`src/rtl/updiv_seq.sv`:
```
module updiv_seq #(
  parameter int PRE_DIV = 32,
  parameter int CNT_W   = 8
) (
  input  logic             clk,
  input  logic             rst_n,
  input  logic [CNT_W-1:0] cr_in,
  input  logic [CNT_W-1:0] fr_in,
  output logic             div_pulse
);

  localparam int PW = (PRE_DIV > 2) ? $clog2(PRE_DIV) : 1;
  localparam logic [PW-1:0] PRE_LAST = PW'(PRE_DIV - 1);

  typedef enum logic [1:0] {PH_LOAD, PH_COARSE, PH_FINE} phase_t;

  phase_t            phase;
  logic [PW-1:0]     pre;
  logic              half;
  logic [CNT_W-1:0]  cnt, cr_q, fr_q, target;
  logic              tick, hit, per_end, capture;

  assign tick    = (phase == PH_COARSE) ? (pre == PRE_LAST)
                 : (phase == PH_FINE)   ? half : 1'b0;
  assign target  = (phase == PH_FINE) ? fr_q : cr_q;
  assign hit     = tick && ((cnt + 1'b1) == target);
  assign per_end = hit && ((phase == PH_FINE) || (fr_q == '0));
  assign capture = (phase == PH_LOAD) || per_end;

  always_ff @(posedge clk or negedge rst_n) begin
    if (!rst_n) begin
      phase     <= PH_LOAD;
      pre       <= '0;
      half      <= 1'b0;
      cnt       <= '0;
      cr_q      <= '0;
      fr_q      <= '0;
      div_pulse <= 1'b0;
    end else begin
      div_pulse <= per_end;
      if (capture) begin
        cr_q <= (cr_in == '0) ? CNT_W'(1) : cr_in;
        fr_q <= fr_in;
      end
      if (hit)       cnt <= '0;
      else if (tick) cnt <= cnt + 1'b1;
      if (phase == PH_COARSE && !hit) pre <= (pre == PRE_LAST) ? '0 : pre + 1'b1;
      else                            pre <= '0;
      half <= (phase == PH_FINE && !hit) ? ~half : 1'b0;
      unique case (phase)
        PH_LOAD:   phase <= PH_COARSE;
        PH_COARSE: if (hit && fr_q != '0) phase <= PH_FINE;
        PH_FINE:   if (hit) phase <= PH_COARSE;
        default:   phase <= PH_LOAD;
      endcase
    end
  end

  a_r2_pulse_single: assert property (@(posedge clk) disable iff (!rst_n)
    div_pulse |=> !div_pulse);

  a_r3_clear_zero: assert property (@(posedge clk) disable iff (!rst_n)
    hit |=> (cnt == '0 && pre == '0 && !half));

  a_r8_no_overflow: assert property (@(posedge clk) disable iff (!rst_n)
    (phase != PH_LOAD) |-> (cnt < target));

  a_r5_fine_skip: assert property (@(posedge clk) disable iff (!rst_n)
    (phase == PH_COARSE && hit && fr_q == '0) |=> (phase == PH_COARSE && div_pulse));

  a_r6_cr_nonzero: assert property (@(posedge clk) disable iff (!rst_n)
    (phase != PH_LOAD) |-> (cr_q != '0));

  a_r7_hold_operands: assert property (@(posedge clk) disable iff (!rst_n)
    (phase != PH_LOAD && !per_end) |=> ($stable(cr_q) && $stable(fr_q)));

  a_r4_presc_range: assert property (@(posedge clk) disable iff (!rst_n)
    (phase == PH_COARSE) |-> (pre <= PRE_LAST));

endmodule

```
`config.mk`:
```
export PLATFORM = sky130hd
export DESIGN_NAME = updiv_seq
export DESIGN_NICKNAME = d
export VERILOG_FILES = /design/src/rtl/updiv_seq.sv
export SDC_FILE = /design/constraint.sdc
export NUM_CORES = 1
export LEC_CHECK = 0
export ABC_AREA = 1
export BUFFER_PORTS_ARGS = -buffer_cell sky130_fd_sc_hd__buf_2
export CAP_MARGIN = 10
export CORE_MARGIN = 2
export CORE_UTILIZATION = 40
export DETAILED_ROUTE_END_ITERATION = 7
export GPL_TIMING_DRIVEN = 0
export HOLD_SLACK_MARGIN = 0.15
export PLACE_DENSITY = 0.67
export SLEW_MARGIN = 10
export SYNTH_ARGS = -nofsm -noshare
export SYNTH_HDL_FRONTEND = slang
export SYNTH_SLANG_ARGS = --single-unit
```
`constraint.sdc`:
```
create_clock -name clk -period 2.49 [get_ports clk]
set_clock_uncertainty 0.15 [all_clocks]
set_input_delay 0.249 -clock clk [delete_from_list [all_inputs] [get_ports clk]]
set_output_delay 0.249 -clock clk [all_outputs]
set_load 0.01 [all_outputs]
```
* Word level (Yosys, flattened, before mapping) *
Cells that the tools add are included.

operators by class
  $add $sub $neg = 2
  multipliers = 0
  div/mod/pow operators = 0
  $lt $le $gt $ge = 0
  eq/ne operators = 6
  shift operators = 0
  muxes and demuxes = 12
  bitwise gates (word level) = 1
  reductions and logical operators = 14

operators by type and width
  operator                                               count
  2-to-1 mux 8 bit                                       4
  logical NOT 8 bit                                      2
  2-to-1 mux 5 bit                                       2
  adder 8 x 1 -> 8 bit, second input constant            1
  == test 8 bit                                          1
  nonzero test 8 bit                                     1
  one-hot mux 2 bit (3 select lines)                     1
  adder 5 x 1 -> 5 bit, second input constant            1
  == test 5 bit, second input constant                   1
  logical AND 1 bit                                      5
  2-to-1 mux 2 bit                                       2
  2-to-1 mux 1 bit                                       3
  == test 2 x 1 -> 1 bit, second input constant          1
  == test 2 bit, second input constant                   1
  logical NOT 2 bit                                      1
  logical OR 1 bit                                       2
  inequality test 2 x 1 -> 1 bit, second input constant  1
  inequality test 2 bit, second input constant           1
  AND reduction 2 bit                                    1
  nonzero test 2 bit                                     1
  logical NOT 1 bit                                      1
  NOT 1 bit                                              1

storage, ports and cells
  bits in registers = 33
  bits in latches = 0
  memory bits (writable) = 0
  memory bits (read-only) = 0
  input port bits = 18
  output and inout port bits = 1
  logic and storage cells = 42
  memories = 0

* Logic depth before layout (Yosys ltp) *
Gate-level depths: netlist of run 1.

  depth after elaboration = 7
  mapped depth = 15
  gate-level depth less buffers = 14

* Worst setup path after synthesis of run 1 *
OpenSTA, ideal clock, no wires.

  path type = reg2reg
  start = reg pre[0]
  end = reg cr_q[0]
  setup time = 0.117 ns
  arrival = 1.845 ns
  required time = 2.223 ns
  setup slack = 0.378 ns
  cell stages (with the launch flop) = 15
  path buffers = 1
  period minus slack after synthesis = 2.112 ns
  cells stage by stage = dfrtp_1 -> ha_1 -> nand2_1 -> nor2_1 -> ha_1 -> nand2_2 -> nand2_4 -> o21ai_2 -> nor2_1 -> nand2_1 -> nor2_2 -> nand3_4 -> buf_2 -> nand3_1 -> nand2_1

between the ends
  cells in the longest elaborated chain, start to end = 5

ends and longest elaborated chain
  what                      line  text
  start: declaration        18    logic [PW-1:0] pre;
  start signal: assignment  47    if (phase == PH_COARSE && !hit) pre <= (pre == PRE_LAST) ? '0 : pre + 1'b1;
  == test 5 bit             23    assign tick = (phase == PH_COARSE) ? (pre == PRE_LAST)
  2-to-1 mux 1 bit          23
  logical AND 1 bit         26    assign hit = tick && ((cnt + 1'b1) == target);
  logical AND 1 bit         27    assign per_end = hit && ((phase == PH_FINE) || (fr_q == '0));
  logical OR 1 bit          28    assign capture = (phase == PH_LOAD) || per_end;
  end signal: assignment    42    cr_q <= (cr_in == '0) ? CNT_W'(1) : cr_in;
  end: declaration          20    logic [CNT_W-1:0] cnt, cr_q, fr_q, target;

Every way passes these cells.
A chain may end at the register's enable or synchronous reset.

* Worst setup path after layout of run 1 *
  start = reg pre[0]
  end = reg cr_q[5]

The elaborated chain is that of the path after synthesis.

==> flow_summary.json, run 1 <==
{
  "status": "complete, no violations",
  "setup_slack_ns": 0.217,
  "fp.dieH_um": 73.1,
  "clock_latency_ns": 0.29,
  "cp_num_buf_inv": 1,
  "track_usage_pct": 18.2,
  "avgSynthCellArea_um2": 7.21,
  "rows": 25,
  "period_share_pct": 91.3,
  "power.share.clock_pct": 18.8,
  "grt_pass1_vias": 1752,
  "path_max_fanout": 10,
  "dr.first_iter.drc_count": 84,
  "finalNetCount": 333,
  "power_density_nw_per_um2": 928,
  "worstReg2RegStart": "pre[0]",
  "drive_gt1_share_pct": 15.7,
  "grt-ovfl-total": 0,
  "fmax_ghz": 0.440,
  "die_w_um": 73.1,
  "dr.pass1.iters": 4,
  "syn_to_final_growth_pct": 25.1,
  "clk_pin_slew_ns": 0.07,
  "post-place-ws_ns": 0.100,
  "max-vdd-ir-drop_v": 0.000567,
  "synth_ff_type": "dfrtp_1",
  "boundaryPins": 19,
  "initial_core_util_pct": 41.0,
  "synth_common_cells": "nand2_1, nand3_1, dfrtp_1",
  "p_seq_share_pct": 38.5,
  "dpl-instance-area_um2": 2070,
  "cts-root-buf": "clkbuf_8",
  "syn_nets": 286,
  "cp-startpoint": "pre[0]",
  "p_int_w": 0.00129,
  "crit_slowest_cell": "dfrtp_1",
  "grt_max_degree": 34,
  "fin_crit_ns": 2.27,
  "ys_ff_latch": 33,
  "end_kind": "register",
  "die_area_um2": 5350,
  "wl_per_cell_um": 11.6,
  "post-route-util_pct": 51.3,
  "via_per_inst": 4.96,
  "place_inst": 337,
  "drc": 0,
  "hold_path_class": "reg -> reg",
  "slowest_delay_ns": 0.38,
  "gp_congestion": 0.829,
  "maxCapViolCount": 0,
  "crit_chain": "ha_2 -> nand2_1 -> nor2_1 -> ha_2 -> nand2_2 -> nand2_4 -> o21ai_2 -> nor2_1 -> nand2_1 -> nor2_4 -> nand3_4 -> buf_4 -> nand3_1 -> nand2_1",
  "numCtsBuffers": 5,
  "crit_required_ns": 2.52,
  "yosysWarnings": 0,
  "comb_power_share_pct": 42.7,
  "finalSetupViolations": 0,
  "syn_area_um2": 1910,
  "dpl.hpwl_um": 3040,
  "rsz0062_at_grt": "no",
  "ys_top_cells_by_area": "dfrtp_1, nand2_1, nand3_1",
  "antenna_found_initial": 0,
  "clkSinkCount": 33,
  "synth_cells": 265,
  "layout.cells.non_filler": 366,
  "n_antenna_cell": 0,
  "ant_nets": 0,
  "io_buffers": 18,
  "synth.most_common_cell": "nand2_1",
  "seq_area_frac_synth_pct": 43.2,
  "htreeDepth": 2,
  "cp_top_family": "simple AND/OR/NAND/NOR gates",
  "power_leakage_nw": 1.23,
  "worstSetupStartpointType": "register",
  "power_switching_w": 0.000925,
  "clk_path_buf_depth": 2,
  "worstHoldStart": "half",
  "drv_slew": 0,
  "cp_common_cell": "nand2_1",
  "synthArstFlopShare_pct": 100,
  "relSlewSlack_pct": 51.8,
  "grt_pass1_wl_um": 7530,
  "p_sw_share_pct": 41.7,
  "crit_arrival_ns": 2.30,
  "num_vias": 1815,
  "yosysTopAreaCellShare_pct": 43.2,
  "synth_top_area_cell": "dfrtp_1",
  "finalSetupTns_ns": 0,
  "fill_cells": 442,
  "tightest_slew_ns": 0.722,
  "drt_wl_total_um": 4230,
  "hold_viol_final": 0,
  "core-area_um2": 4660,
  "fin_area_um2": 2390,
  "synth.distinct_cells": 27,
  "cts_tree": "done",
  "synth_edf_count": 0,
  "critPathKind": "reg -> reg"
}
==> layout by cell type (no fill, tap or decap), drive strengths merged <==
cell type	count
nor4	3
and2	1
nor3	5
nand4	4
o21bai	1
nand2	102
nor2	18
xor2	1
dfrtp	33
nand3	44
clkinvlp	1
o21ai	13
nand3b	3
a21o	1
ha	3
inv	24
clkbuf	8
dlygate4sd3	17
buf	28
a21oi	2
==> cell families (layout without fill, tap and decap cells) <==
group,count (synthesis),after routing,synth area share (%)
AND/OR/NAND/NOR,180,180,42.7
XOR/XNOR,1,1,0.458
adder cells (fa/ha/maj),3,3,1.96
flip-flops,33,33,43.2
AO/OA/AOI/OAI,17,17,4.91
buffers and inverters,31,78,6.75
==> flip-flops by register name (all words and copies together) (netlist names) <==
signal / cells
cnt: 8
cr_q: 8
pre: 5
fr_q: 8
half: 1
phase: 2
div_pulse: 1
==> layout make-up <==
type,count,area (um^2),share of cell area (%)
Tap cell,54,67.6,2.83
Sequential cell,33,826,34.6
Buffer,7,47.5,1.99
Inverter,24,90.1,3.77
Clock buffer,6,82.6,3.46
Timing Repair Buffer,40,298,12.5
Clock inverter,1,7.51,0.314
Multi-Input combinational cell,201,971,40.6
==> what timing repair did <==
action / CTS / global route
resized for setup: 0 / 10
endpoints found under the hold margin: 49 / 0
hold buffers: 17 / 0
setup buffers: 0 / 5
endpoints found under the setup margin: 0 / 26
==> final timing paths <==
check	end	slack (ns)	cells past startpoint
max	cr_q[5]	0.22	14
min	half	0.28	1
max reg2reg	cr_q[5]	0.22	14
min reg2reg	half	0.28	1
max in group asynchronous	cnt[7]	1.33	2
min in group asynchronous	pre[4]	0.40	2
==> stage by stage <==
stage / total power, W / hold WS (ns)
finish: 0.00222 / 0.282
global route: 0.00244 / 0.329
CTS: 0.00219 / 0.287
detailed placement: 0.00175 / 0.209
global placement: 0.00172 / 0.206
floorplan: 0.00153 / -0.197
==> power by group through the flow <==
stage	clock, W	sequential, W	combinational, W
6_report	0.000417	0.000854	0.000946
4_1_cts	0.000422	0.000851	0.000914
3_3_place_gp	0	0.000852	0.000868
3_5_place_dp	0	0.000861	0.000889
2_1_floorplan	0	0.000818	0.000713
5_1_grt	0.000450	0.000877	0.00111
==> layer usage <==
metal | global-route usage, % | vias up | wire length, um | part of all wire (%)
li1 | - | 951 | - | -
met1 | 21.8 | 825 | 1950 | 46
met2 | 32.2 | 33 | 2100 | 50
met3 | 4.14 | 6 | 129 | 3.0
met4 | 5.56 | 0 | 56 | 1.3
met5 | 0 | - | 0 | 0
Note: power is estimated with default switching activity, not from simulation.
==> run 2: changes to the inputs <==
--- a/config.mk
+++ b/config.mk
@@ -11,7 +11,7 @@
 export CORE_MARGIN = 2
 export CORE_UTILIZATION = 40
 export DETAILED_ROUTE_END_ITERATION = 7
-export GPL_TIMING_DRIVEN = 0
+export GPL_TIMING_DRIVEN = 1
 export HOLD_SLACK_MARGIN = 0.15
 export PLACE_DENSITY = 0.67
 export SLEW_MARGIN = 10
==> run 2 against run 1 <==
  * Cell count down 0.82%
  * Wire length up 4.2%
  * Register-to-register slack worse by 0.04 ns
  * Via count down 0.17%
  * First-iteration DRC count down 6.0%
  * Combinational power up 2.6%
  * Worst setup slack worse by 0.038 ns
==> flow_summary.json, run 2 (synthesis gave the netlist of run 1 again) <==
{
  "power_leakage_nw": 1.25,
  "finalSetupViolations": 0,
  "worstHoldStart": "half",
  "final_cell_mix": "nand2_1, nand3_1, dfrtp_1, inv_1, buf_2",
  "cts_tree": "done",
  "rsz0062_at_grt": "no",
  "hold_path_class": "reg -> reg",
  "hold_path_depth": 1,
  "crit_slowest_cell": "dfrtp_1",
  "core-area_um2": 4660,
  "drc": 0,
  "power.share.clock_pct": 16.9,
  "critPathKind": "reg -> reg",
  "p_sw_share_pct": 43.2,
  "cp_top_family": "simple AND/OR/NAND/NOR gates",
  "grt_max_degree": 34,
  "syn_to_final_growth_pct": 26.0,
  "fin_area_um2": 2410,
  "crit_chain": "ha_1 -> nand2_1 -> nor2_1 -> ha_2 -> nand2_2 -> nand2_4 -> o21ai_2 -> nor2_1 -> nand2_1 -> nor2_4 -> nand3_4 -> buf_12 -> nand3_1 -> nand2_1",
  "antenna_found_initial": 0,
  "fmax_ghz": 0.433,
  "worstSetupStartpointType": "register",
  "die_w_um": 73.1,
  "register_area_um2": 826,
  "num_vias": 1812,
  "hold_viol_final": 0,
  "hold_slack_ns": 0.273,
  "grt_pass1_wl_um": 7740,
  "layout_commonest_cell": "nand2_1",
  "io_buffers": 18,
  "numCtsBuffers": 5,
  "wl_per_cell_um": 12.2,
  "p_int_w": 0.00125,
  "ff2ff_path_depth": 14,
  "period_share_pct": 92.8,
  "drv_slew": 0,
  "clock_latency_ns": 0.28,
  "tightest_slew_ns": 0.747,
  "initial_core_util_pct": 41.0,
  "drt_wl_total_um": 4410,
  "grt-ovfl-total": 0,
  "htreeDepth": 2,
  "dr.pass1.iters": 4,
  "gp_congestion": 0.851,
  "crit_required_ns": 2.51,
  "grt_pass1_vias": 1758,
  "comb_power_share_pct": 44.3,
  "relSlewSlack_pct": 50.2,
  "p_seq_share_pct": 38.8,
  "boundaryPins": 19,
  "cp_num_buf_inv": 1,
  "clk_path_buf_depth": 2,
  "track_usage_pct": 18.6,
  "crit_arrival_ns": 2.33,
  "multiInputGateArea_um2": 1010,
  "dpl.hpwl_um": 2900,
  "fp.dieH_um": 73.1,
  "fill_cells": 459,
  "cts-root-buf": "clkbuf_8",
  "reg2reg_slack_ns": 0.18,
  "path_depth": 14,
  "slowest_delay_ns": 0.37,
  "via_per_inst": 4.99,
  "cp_common_cell": "nand2_1",
  "end_kind": "register",
  "status": "complete, no violations",
  "worstReg2RegStart": "pre[0]",
  "r2r_end": "fr_q[5]",
  "drive_gt1_share_pct": 15.9,
  "power_density_nw_per_um2": 911,
  "dr.first_iter.drc_count": 79,
  "ant_nets": 0,
  "maxCapViolCount": 0,
  "max-vdd-ir-drop_v": 0.000576,
  "finalSetupTns_ns": 0,
  "hold_path_end": "half",
  "n_antenna_cell": 0,
  "fin_crit_ns": 2.31,
  "rows": 25,
  "top_regs": "cnt: 8 flops, cr_q: 8 flops, fr_q: 8 flops",
  "die_area_um2": 5350,
  "dpl-instance-area_um2": 2040,
  "finalNetCount": 331,
  "clkSinkCount": 33,
  "path_max_fanout": 5,
  "clk_pin_slew_ns": 0.06,
  "power_switching_w": 0.000946
}
[run 2: cell types whose count changed in the layout (fill, tap and decap cells not counted), sizes merged]
cell	change
nand3	+1
clkbuf	-3
clkinv	+1
clkinvlp	-1
buf	-1
[run 2: repair_timing]
item,in CTS,in global routing
endpoints found under the setup margin,2,33
setup buffers,0,7
pin swaps,0,3
gates resized for setup,1,9
hold endpoints to repair,49,0
hold buffers,17,0
gates cloned,0,1
[run 2: metal layers]
layer	routed length (um)	share of wire, %	vias up	track usage, %
met4	53	1.2	0	4.94
met5	0	0	-	0
met1	2150	49	825	24.5
met3	146	3.3	6	4.14
li1	-	-	948	-
met2	2060	47	33	30.9
[run 2: metrics by stage]
| step | utilization (%) | std cells | setup slack [ns] | total power (W) |
|---|---|---|---|---|
| floorplan | - | 265 | 0.378 | 0.00153 |
| global placement | 43.9 | 332 | 0.0245 | 0.00172 |
| detailed placement | 43.9 | 332 | -0.0308 | 0.00173 |
| CTS | 49.2 | 355 | 0.0244 | 0.00213 |
| global route | 51.7 | 363 | 0.0319 | 0.00242 |
| finish | 51.7 | 363 | 0.179 | 0.00219 |
[run 2: how the worst max path moves through the flow]
stage / slack (ns) / from / end
2_1_floorplan: 0.38 / pre[0] / cr_q[0]
3_3_place_gp: 0.02 / pre[0] / phase[0]
3_5_place_dp: -0.03 / pre[0] / phase[0]
4_1_cts: 0.02 / pre[0] / phase[0]
5_1_grt: 0.03 / pre[0] / cr_q[0]
6_report: 0.18 / pre[0] / fr_q[5]
[run 2: cell type report]
cell class | count | area share [%]
Sequential cell | 33 | 34.3
Inverter | 24 | 3.74
Tap cell | 54 | 2.81
Clock inverter | 1 | 0.208
Clock buffer | 5 | 2.86
Timing Repair Buffer | 44 | 14.1
Multi-Input combinational cell | 202 | 41.9
[run 2: power groups by stage]
stage	registers (W)	clock network, W	logic, W
3_5_place_dp	0.000856	0	0.000875
2_1_floorplan	0.000818	0	0.000713
6_report	0.000850	0.000371	0.000971
3_3_place_gp	0.000849	0	0.000866
4_1_cts	0.000846	0.000385	0.000903
5_1_grt	0.000875	0.000399	0.00114
==> run 3: changes to the inputs <==
--- a/config.mk
+++ b/config.mk
@@ -9,11 +9,12 @@
 export BUFFER_PORTS_ARGS = -buffer_cell sky130_fd_sc_hd__buf_2
 export CAP_MARGIN = 10
 export CORE_MARGIN = 2
-export CORE_UTILIZATION = 40
+export CORE_UTILIZATION = 35
 export DETAILED_ROUTE_END_ITERATION = 7
 export GPL_TIMING_DRIVEN = 1
 export HOLD_SLACK_MARGIN = 0.15
-export PLACE_DENSITY = 0.67
+export PLACE_DENSITY = 0.61
+export SKIP_LAST_GASP = 1
 export SLEW_MARGIN = 10
 export SYNTH_ARGS = -nofsm -noshare
 export SYNTH_HDL_FRONTEND = slang
==> constraint.sdc (replaced) <==
create_clock -name clk -period 2.49 [get_ports clk]
set_clock_uncertainty 0.15 [all_clocks]
set_input_delay 0.3735 -clock clk [delete_from_list [all_inputs] [get_ports clk]]
set_output_delay 0.3735 -clock clk [all_outputs]
set_load 0.01 [all_outputs]
==> run 3 against run 2 <==
  * Cell count increased by 1.1%
  * Sequential power about the same
  * Register-to-register slack improved by 0.05 ns
  * Hold slack got worse by 0.12 ns
  * Sequential share of layout area increased by 1.4 points
==> flow_summary.json, run 3 (synthesis gave the netlist of run 1 again) <==
{
  "r2r_end": "cnt[4]",
  "drive_gt1_share_pct": 14.8,
  "relSlewSlack_pct": 51.5,
  "boundaryPins": 19,
  "fill_cells": 551,
  "die_w_um": 77.9,
  "drv_slew": 0,
  "max-vdd-ir-drop_v": 0.000455,
  "finalNetCount": 317,
  "crit_required_ns": 2.50,
  "hold_path_depth": 3,
  "worstReg2RegStart": "pre[0]",
  "dpl.hpwl_um": 3110,
  "core-area_um2": 5170,
  "finalSetupViolations": 0,
  "final_cell_mix": "nand2_1, nand3_1, dfrtp_1, inv_1, buf_2",
  "htreeDepth": 2,
  "syn_to_final_growth_pct": 20.9,
  "period_share_pct": 90.9,
  "dr.pass1.iters": 4,
  "grt_pass1_vias": 1575,
  "initial_core_util_pct": 36.9,
  "reg2reg_slack_ns": 0.23,
  "crit_arrival_ns": 2.27,
  "worstSetupStartpointType": "register",
  "top_regs": "cnt: 8 flops, cr_q: 8 flops, fr_q: 8 flops",
  "crit_slowest_cell": "dfrtp_1",
  "dr.first_iter.drc_count": 105,
  "grt_pass1_wl_um": 7130,
  "tightest_slew_ns": 0.727,
  "fmax_ghz": 0.442,
  "cts-root-buf": "clkbuf_8",
  "clock_latency_ns": 0.28,
  "end_kind": "register",
  "gp_congestion": 0.876,
  "hold_path_class": "in -> reg",
  "clk_path_buf_depth": 2,
  "grt_max_degree": 34,
  "cts_tree": "done",
  "fin_crit_ns": 2.26,
  "crit_chain": "ha_1 -> nand2_1 -> nor2_1 -> ha_2 -> nand2_2 -> nand2_4 -> o21ai_2 -> nor2_1 -> nand2_1 -> nor2_4 -> nand2_2 -> buf_4 -> nand3b_1 -> o21ai_0",
  "n_antenna_cell": 0,
  "numCtsBuffers": 5,
  "layout_commonest_cell": "nand2_1",
  "via_per_inst": 4.72,
  "ant_nets": 0,
  "clkSinkCount": 33,
  "rows": 26,
  "ff2ff_path_depth": 14,
  "power_leakage_nw": 1.18,
  "io_buffers": 18,
  "fp.dieH_um": 77.9,
  "hold_slack_ns": 0.150,
  "wl_per_cell_um": 11.6,
  "track_usage_pct": 14.7,
  "clk_pin_slew_ns": 0.07,
  "finalSetupTns_ns": 0,
  "worstHoldStart": "cr_in[2]",
  "slowest_delay_ns": 0.37,
  "grt-ovfl-total": 0,
  "drt_wl_total_um": 4270,
  "path_max_fanout": 8,
  "num_vias": 1731,
  "drc": 0,
  "hold_path_end": "cr_q[2]",
  "maxCapViolCount": 0,
  "power_density_nw_per_um2": 996,
  "antenna_found_initial": 0,
  "die_area_um2": 6070,
  "critPathKind": "reg -> reg",
  "status": "complete, no violations",
  "hold_viol_final": 0,
  "rsz0062_at_grt": "no"
}
-- run 3: metal layers --
| metal | share of wire (%) | wire, um | vias to the layer above | track usage (%) |
|---|---|---|---|---|
| li1 | - | - | 924 | - |
| met1 | 50 | 2120 | 769 | 20.6 |
| met2 | 46 | 1960 | 33 | 22.9 |
| met3 | 3.2 | 137 | 5 | 3.14 |
| met4 | 0.98 | 42 | 0 | 3.75 |
| met5 | 0 | 0 | - | 0 |
-- run 3: what timing repair did --
item / CTS / global route
buffers inserted: 0 / 1
endpoints found under the setup margin: 0 / 30
gates resized for setup: 0 / 6
hold endpoints to repair: 40 / 0
hold buffers: 8 / 0
-- run 3: worst max-delay path by stage --
stage                start      end  cells past startpoint
floorplan           pre[0]  cr_q[0]                     14
global placement    pre[0]   cnt[7]                     14
detailed placement  pre[0]   cnt[6]                     14
CTS                 pre[0]   cnt[4]                     14
global route        pre[0]   cnt[6]                     14
finish              pre[0]   cnt[4]                     14
-- run 3: critical path, delay by kind of cell, from the launching register on --
family                     cells  cell delay [ns]
and+or+nand+nor                9             0.87
adders and majority gates      2             0.42
DFF                            1             0.37
buffers and inverters          1             0.19
AOI/OAI and AO/OA              2             0.13
-- run 3: cell type report --
type	count	area, um^2	area share (%)
inverter	24	90.1	3.90
timing repair buffer	30	200	8.67
tap	70	87.6	3.79
clock inverter	1	30.0	1.30
multi-input combinational	202	990	42.8
sequential	33	826	35.8
clock buffer	7	86.3	3.74
-- run 3: power by group --
part           total [W]  switching, W  leakage, nW  internal, W
registers       0.000852      0.000142        0.422     0.000711
logic           0.000928      0.000594        0.703     0.000335
clock network   0.000521      0.000195       0.0585     0.000326
-- run 3: metrics by stage --
stage / util [%] / worst slack, ns / total power, W / instance area [um^2] / instances
global route: 44.7 / 0.00000688 / 0.00251 / 2310 / 367
global placement: 40.1 / 0.151 / 0.00173 / 2070 / 349
CTS: 43.9 / 0.122 / 0.00227 / 2270 / 365
finish: 44.7 / 0.226 / 0.00230 / 2310 / 367
floorplan: - / 0.378 / 0.00153 / 1910 / 265
detailed placement: 40.1 / 0.147 / 0.00174 / 2070 / 349
